[config.mk]
export PLATFORM = sky130hd
export DESIGN_NAME = dram_train_seq
export DESIGN_NICKNAME = d
export VERILOG_FILES = /design/src/rtl/dram_train_seq.sv
export SDC_FILE = /design/constraint.sdc
export NUM_CORES = 1
export LEC_CHECK = 0
export CORE_UTILIZATION = 57
export CTS_CLUSTER_SIZE = 16
export DETAILED_ROUTE_END_ITERATION = 12
export DONT_BUFFER_PORTS = 1
export PLACE_DENSITY_LB_ADDON = 0.12
export SYNTH_ARGS = -nofsm -noshare
export SYNTH_HDL_FRONTEND = slang
export SYNTH_SLANG_ARGS = --single-unit
[constraint.sdc]
create_clock -name clk -period 2.5 [get_ports clk]
set_clock_uncertainty 0.2 [all_clocks]
set_input_delay 0.125 -clock clk [delete_from_list [all_inputs] [get_ports clk]]
set_output_delay 0.125 -clock clk [all_outputs]
set_load 0.05 [all_outputs]
[src/rtl/dram_train_seq.sv]
module dram_train_seq #(
  parameter int ADDR_W      = 8,
  parameter int DATA_W      = 32,
  parameter int NUM_RANKS   = 4,
  parameter int RANK_W      = 3,
  parameter int NUM_LANES   = 2,
  parameter int TICK_DIV    = 100,
  parameter int POLL_LIMIT  = 50000,
  parameter logic [ADDR_W-1:0] CMD_ADDR    = 'h04,
  parameter logic [ADDR_W-1:0] TRN_ADDR    = 'h08,
  parameter logic [ADDR_W-1:0] STAT_ADDR   = 'h0C,
  parameter logic [ADDR_W-1:0] LANE_BASE   = 'h20,
  parameter logic [ADDR_W-1:0] LANE_STRIDE = 'h10,
  parameter int LANE_RKEN_LSB = 4,
  parameter int TRN_RANK_LSB  = 0,
  parameter int TRN_RKEN_LSB  = 8,
  parameter int TRN_MPR_BIT   = 16,
  parameter int ERR_LSB       = 16
) (
  input  logic              clk,
  input  logic              rst_n,
  input  logic              start,
  input  logic [RANK_W-1:0] rank,
  output logic              busy,
  output logic              done,
  output logic              timeout,
  output logic              error,
  output logic [2:0]        fail_step,
  output logic              bus_req,
  output logic              bus_we,
  output logic [ADDR_W-1:0] bus_addr,
  output logic [DATA_W-1:0] bus_wdata,
  input  logic              bus_ack,
  input  logic [DATA_W-1:0] bus_rdata
);

  localparam int NSTEP = 8;
  localparam int RF_W  = $clog2(NUM_RANKS);
  localparam int LN_W  = $clog2(NUM_LANES + 1);
  localparam int TK_W  = $clog2(TICK_DIV + 1);
  localparam int PL_W  = $clog2(POLL_LIMIT + 1);
  localparam logic [DATA_W-1:0] CMD_WORD  = DATA_W'({(NSTEP + 2){1'b1}});
  localparam logic [NSTEP:0]    DONE_MASK = '1;

  typedef enum logic [2:0] {S_IDLE, S_LRD, S_LWR, S_TRD, S_TWR, S_CMD, S_WAIT, S_POLL} st_t;

  st_t               state;
  logic [LN_W-1:0]   lane;
  logic [TK_W-1:0]   tick;
  logic [PL_W-1:0]   polls;
  logic [RANK_W-1:0] rank_q;
  logic [DATA_W-1:0] rdat_q;

  wire xfer      = bus_req && bus_ack;
  wire rank_bad  = int'(rank) >= NUM_RANKS;
  wire complete  = (bus_rdata[NSTEP:0] & DONE_MASK) == DONE_MASK;
  wire [NSTEP-1:0] errs = bus_rdata[ERR_LSB +: NSTEP];

  wire [DATA_W-1:0] lane_clr = DATA_W'({NUM_RANKS{1'b1}}) << LANE_RKEN_LSB;
  wire [DATA_W-1:0] lane_set = DATA_W'(1) << (LANE_RKEN_LSB + int'(rank_q));
  wire [DATA_W-1:0] trn_clr  = (DATA_W'({RF_W{1'b1}}) << TRN_RANK_LSB)
                             | (DATA_W'({NUM_RANKS{1'b1}}) << TRN_RKEN_LSB);
  wire [DATA_W-1:0] trn_set  = (DATA_W'(rank_q[RF_W-1:0]) << TRN_RANK_LSB)
                             | (DATA_W'(1) << (TRN_RKEN_LSB + int'(rank_q)))
                             | (DATA_W'(1) << TRN_MPR_BIT);

  function automatic logic [2:0] first_err(input logic [NSTEP-1:0] e);
    first_err = '0;
    for (int i = NSTEP - 1; i >= 0; i--)
      if (e[i]) first_err = 3'(i);
  endfunction

  assign busy    = (state != S_IDLE);
  assign bus_req = state inside {S_LRD, S_LWR, S_TRD, S_TWR, S_CMD, S_POLL};
  assign bus_we  = state inside {S_LWR, S_TWR, S_CMD};

  always_comb begin
    bus_addr  = STAT_ADDR;
    bus_wdata = '0;
    case (state)
      S_LRD:   bus_addr = LANE_BASE + ADDR_W'(lane) * LANE_STRIDE;
      S_LWR: begin
        bus_addr  = LANE_BASE + ADDR_W'(lane) * LANE_STRIDE;
        bus_wdata = (rdat_q & ~lane_clr) | lane_set;
      end
      S_TRD:   bus_addr = TRN_ADDR;
      S_TWR: begin
        bus_addr  = TRN_ADDR;
        bus_wdata = (rdat_q & ~trn_clr) | trn_set;
      end
      S_CMD: begin
        bus_addr  = CMD_ADDR;
        bus_wdata = CMD_WORD;
      end
      default: ;
    endcase
  end

  always_ff @(posedge clk) begin
    if (!rst_n) begin
      state <= S_IDLE;
      lane <= '0; tick <= '0; polls <= '0; rank_q <= '0; rdat_q <= '0;
      done <= 1'b0; timeout <= 1'b0; error <= 1'b0; fail_step <= '0;
    end else begin
      case (state)
        S_IDLE: if (start) begin
          done <= 1'b0; timeout <= 1'b0; fail_step <= '0;
          error <= rank_bad;
          if (!rank_bad) begin
            rank_q <= rank;
            lane   <= '0;
            polls  <= '0;
            state  <= S_LRD;
          end
        end
        S_LRD: if (xfer) begin
          rdat_q <= bus_rdata;
          state  <= S_LWR;
        end
        S_LWR: if (xfer) begin
          if (lane == LN_W'(NUM_LANES - 1)) state <= S_TRD;
          else begin
            lane  <= lane + 1'b1;
            state <= S_LRD;
          end
        end
        S_TRD: if (xfer) begin
          rdat_q <= bus_rdata;
          state  <= S_TWR;
        end
        S_TWR: if (xfer) state <= S_CMD;
        S_CMD: if (xfer) begin
          tick  <= '0;
          state <= S_WAIT;
        end
        S_WAIT: begin
          if (tick == TK_W'(TICK_DIV - 1)) state <= S_POLL;
          else tick <= tick + 1'b1;
        end
        S_POLL: if (xfer) begin
          if (complete) begin
            done      <= 1'b1;
            error     <= |errs;
            fail_step <= first_err(errs);
            state     <= S_IDLE;
          end else if (polls == PL_W'(POLL_LIMIT - 1)) begin
            timeout <= 1'b1;
            state   <= S_IDLE;
          end else begin
            polls <= polls + 1'b1;
            tick  <= '0;
            state <= S_WAIT;
          end
        end
        default: state <= S_IDLE;
      endcase
    end
  end


  req_hold_chk: assert property (@(posedge clk) disable iff (!rst_n)
    bus_req && !bus_ack |=> bus_req && $stable(bus_we) && $stable(bus_addr) && $stable(bus_wdata));


  bad_rank_chk: assert property (@(posedge clk) disable iff (!rst_n)
    !busy && start && rank_bad |=> !busy && error && !done && !timeout && !bus_req);


  start_ignored_chk: assert property (@(posedge clk) disable iff (!rst_n)
    busy && start |=> $stable(rank_q));


  done_source_chk: assert property (@(posedge clk) disable iff (!rst_n)
    $rose(done) |-> $past(xfer && bus_addr == STAT_ADDR && !bus_we));


  timeout_excl_chk: assert property (@(posedge clk) disable iff (!rst_n)
    timeout |-> !done && !error && !busy);


  result_hold_chk: assert property (@(posedge clk) disable iff (!rst_n)
    !busy && !start |=> $stable({done, error, timeout, fail_step}));

endmodule

==> flow_summary.yaml <==
setup_path:
  critPathKind: "flop to flop"
  critPathMaxFanout: 9
  path_buf_inv: 3
  reg2reg_to: "rank_q[1]"
  end_kind: "flop"
  ff2ff_setup_slack_ns: 0.08
  slowest_stage: "dlygate4sd3_1"
  slowest_delay_ns: 0.60
  startpoint_type: "flop"
  crit_chain: "nor2_1 > buf_4 > nand3_1 > dlygate4sd3_1 > a21oi_1 > dlygate4sd3_1"
  crit_required_ns: 2.54
  cpMostUsedCell: "dlygate4sd3_1"
  worst_ep_arrival_time_ns: 2.46
  r2r-start: "state[2]"
  critical-path-top-delay-family: "buffers and inverters"
  rr_worst_depth: 6
detailed_routing:
  routed-via-count: 3922
  avgViaCountPerCell: 6.071
  drc: 0
  ant_nets: 0
  drt-pass1-iter-count: 6
  wl_per_cell_um: 16.92
  first_iter_violations: 288
  routed_wl_mm: 10.93
sta:
  rsz0062_at_grt: "no"
  slew_violations: 0
  tns_ns: 0
  period_minus_slack_ns: 2.421
  period_share_pct: 96.85
  hold_viol: 0
  tightest_slew_ns: 0.7984
  fin_ws_ns: 0.07882
  relSlewSlack_pct: 46.70
  setup_viol: 0
  timing.fmax_mhz: 413.0
logic_synthesis:
  yosysMostFrequentCell: "nand2_1"
  synth_area_leaders: "dfxtp_1, nand2_1, a21oi_1"
  synth-async-reset-ratio_pct: 0
  synth_area_um2: 3596
  syn_area_per_cell_um2: 7.279
  synthFlopType: "dfxtp_1"
  yosys.area.top_type: "dfxtp_1"
  syn_inst: 494
  yosysWarnings: 0
  yosysUniqueCellTypes: 50
  synth_edf_count: 0
  netlist.area_leader.share_pct: 38.41
  netlist_top_cells_count: "nand2_1, dfxtp_1, a21oi_1"
  ys_ff_latch: 69
  yosysSeqAreaShare_pct: 38.41
cts:
  clock_sinks: 69
  root_buffer: "clkbuf_8"
  cts.clk_slew.worst_paths_ns: 0.07
  clk_path_buf_depth: 2
  clk_latency_ns: 0.35
  cts-buffers-inserted: 9
  cts_tree: "done"
  ctsHtreeMaxLevel: 3
min_path:
  hold_path_depth: 4
  hp-class: "input pin to flop"
  min-delay-start: "bus_rdata[19]"
  whs_endpoint: "fail_step[1]"
floorplanning:
  die_height_um: 81.43
  row_count: 28
  start_util_pct: 60.03
  die_x_um: 81.43
  core_um2: 5991
  io_pins: 88
  dieArea_um2: 6630
place:
  gp_congestion: 0.8728
  hpwlAfterDp_mm: 6.747
  pre_cts_ws_ns: 0.07083
  port_buffers: 0
global_routing:
  grt_max_degree: 46
  grt_pass1_vias: 3659
  track_usage_pct: 33.90
  grt_antenna_before_repair: 0
  use_met1_pct: 39.30
  grt_pass1_wl_mm: 17.13
  met2_usage_pct: 56.50
  gr-max-usage-layer: "met2"
  use_met3_pct: 12.22
  grt_remaining_overflow: 0
job:
  max-cap-violations: 0
layout:
  register_area_um2: 1384
  final_core_util_pct: 80.10
  drive_gt1_share_pct: 14.71
  layout.nets: 609
  multi_input_area_um2: 2063
  nFillCells: 405
  area_delta_synth_final_pct: 33.44
  antenna_cells_inserted: 0
power_and_ir_drop:
  pwr_density_cell_nw_per_um2: 525.1
  p_leak_nw: 1.747
  vdd_drop_max_v: 0.0004969
run_status:
  status: "finished, final reports clean"
-- sequential cells by signal, indices dropped and copies added, names as in the netlist --
register	flops
fail_step	3
lane	2
error	1
tick	7
rank_q	3
state	3
polls	16
rdat_q	32
timeout	1
done	1
-- per-layer routing --
layer | share of wire (%) | routed length [um] | vias up
met5 | 0 | 0 | -
met4 | 2.4 | 259 | 0
met3 | 9.2 | 1008 | 30
met2 | 49 | 5323 | 182
met1 | 40 | 4340 | 1849
li1 | - | - | 1861
-- area by class of cell --
class	count	share of cell area, %
clock buffers	10	2.868
flip-flops and latches	69	28.84
inverters	8	0.6258
clock inverters	5	1.565
repair buffers	95	21.15
well taps	75	1.956
multi-input cells	384	43.00
-- placed cells by master (no fill, tap or decap), types with 3 or more instances in the layout --
cell	netlist	routed
conb_1	1	3
a31oi_1	6	6
nand3_1	19	19
inv_1	7	7
nor4_1	4	4
or3_1	14	14
nor2b_1	4	4
and2_1	22	22
a21oi_1	62	62
dlygate4sd3_1	0	44
and3_1	5	5
nor3_1	6	6
o21ai_1	0	4
o32ai_2	0	3
clkinv_2	0	3
o31ai_1	4	4
clkbuf_8	0	10
nand2b_1	8	7
nor2_1	42	41
o22ai_1	7	7
nand2_1	98	98
nand4_1	7	7
buf_4	3	35
o21ai_0	29	25
dfxtp_1	69	67
buf_12	0	15
mux2i_1	4	4
-- what timing repair did --
action                     4_1_cts  5_1_grt
hold buffers                    44        0
gates resized for setup          2        6
hold endpoints to repair        51        0
buffers inserted                 0        1
setup endpoints to repair        4        8
-- logic make-up (layout without fill, tap and decap cells) --
group,Yosys count,after routing,share of synthesized area (%)
mux,4,4,1.113
flops,69,69,38.41
buf+inv,43,118,5.428
simple gates,247,247,33.58
fa+ha+maj,3,3,1.044
other cells,1,3,0.1043
compound gates,127,127,20.32
-- through the flow --
stage / power, mW / area [um2] / cells / hold slack [ns]
4_1_cts: 2.515 / 4773 / 645 / 0.004252
2_1_floorplan: 1.395 / 3603 / 496 / 0.06096
3_5_place_dp: 1.460 / 4113 / 586 / 0.06658
3_3_place_gp: 1.452 / 4113 / 586 / 0.06328
6_report: 2.520 / 4798 / 646 / 0.02600
5_1_grt: 2.604 / 4798 / 646 / 0.04027
-- worst max path at each step --
stage | start | end | cells after the start
6_report | state[2] | rank_q[1] | 6
5_1_grt | state[0] | state[0] | 8
4_1_cts | polls[0] | polls[12] | 6
3_5_place_dp | polls[0] | polls[12] | 6
3_3_place_gp | polls[0] | polls[12] | 6
2_1_floorplan | state[1] | bus_wdata[4] | 4
-- tightest hold or removal path, cell delays in order --
cell and delay (ns):
nor2_1 0.03, o31ai_1 0.06, nand4_1 0.14, o21ai_0 0.18
-- where the power goes --
group	internal, mW	switching (mW)	total [mW]
sequential	1.13	0.0292	1.16
combinational	0.133	0.225	0.358
clock	0.578	0.426	1.00
Power figures use the tool's default switching activity.
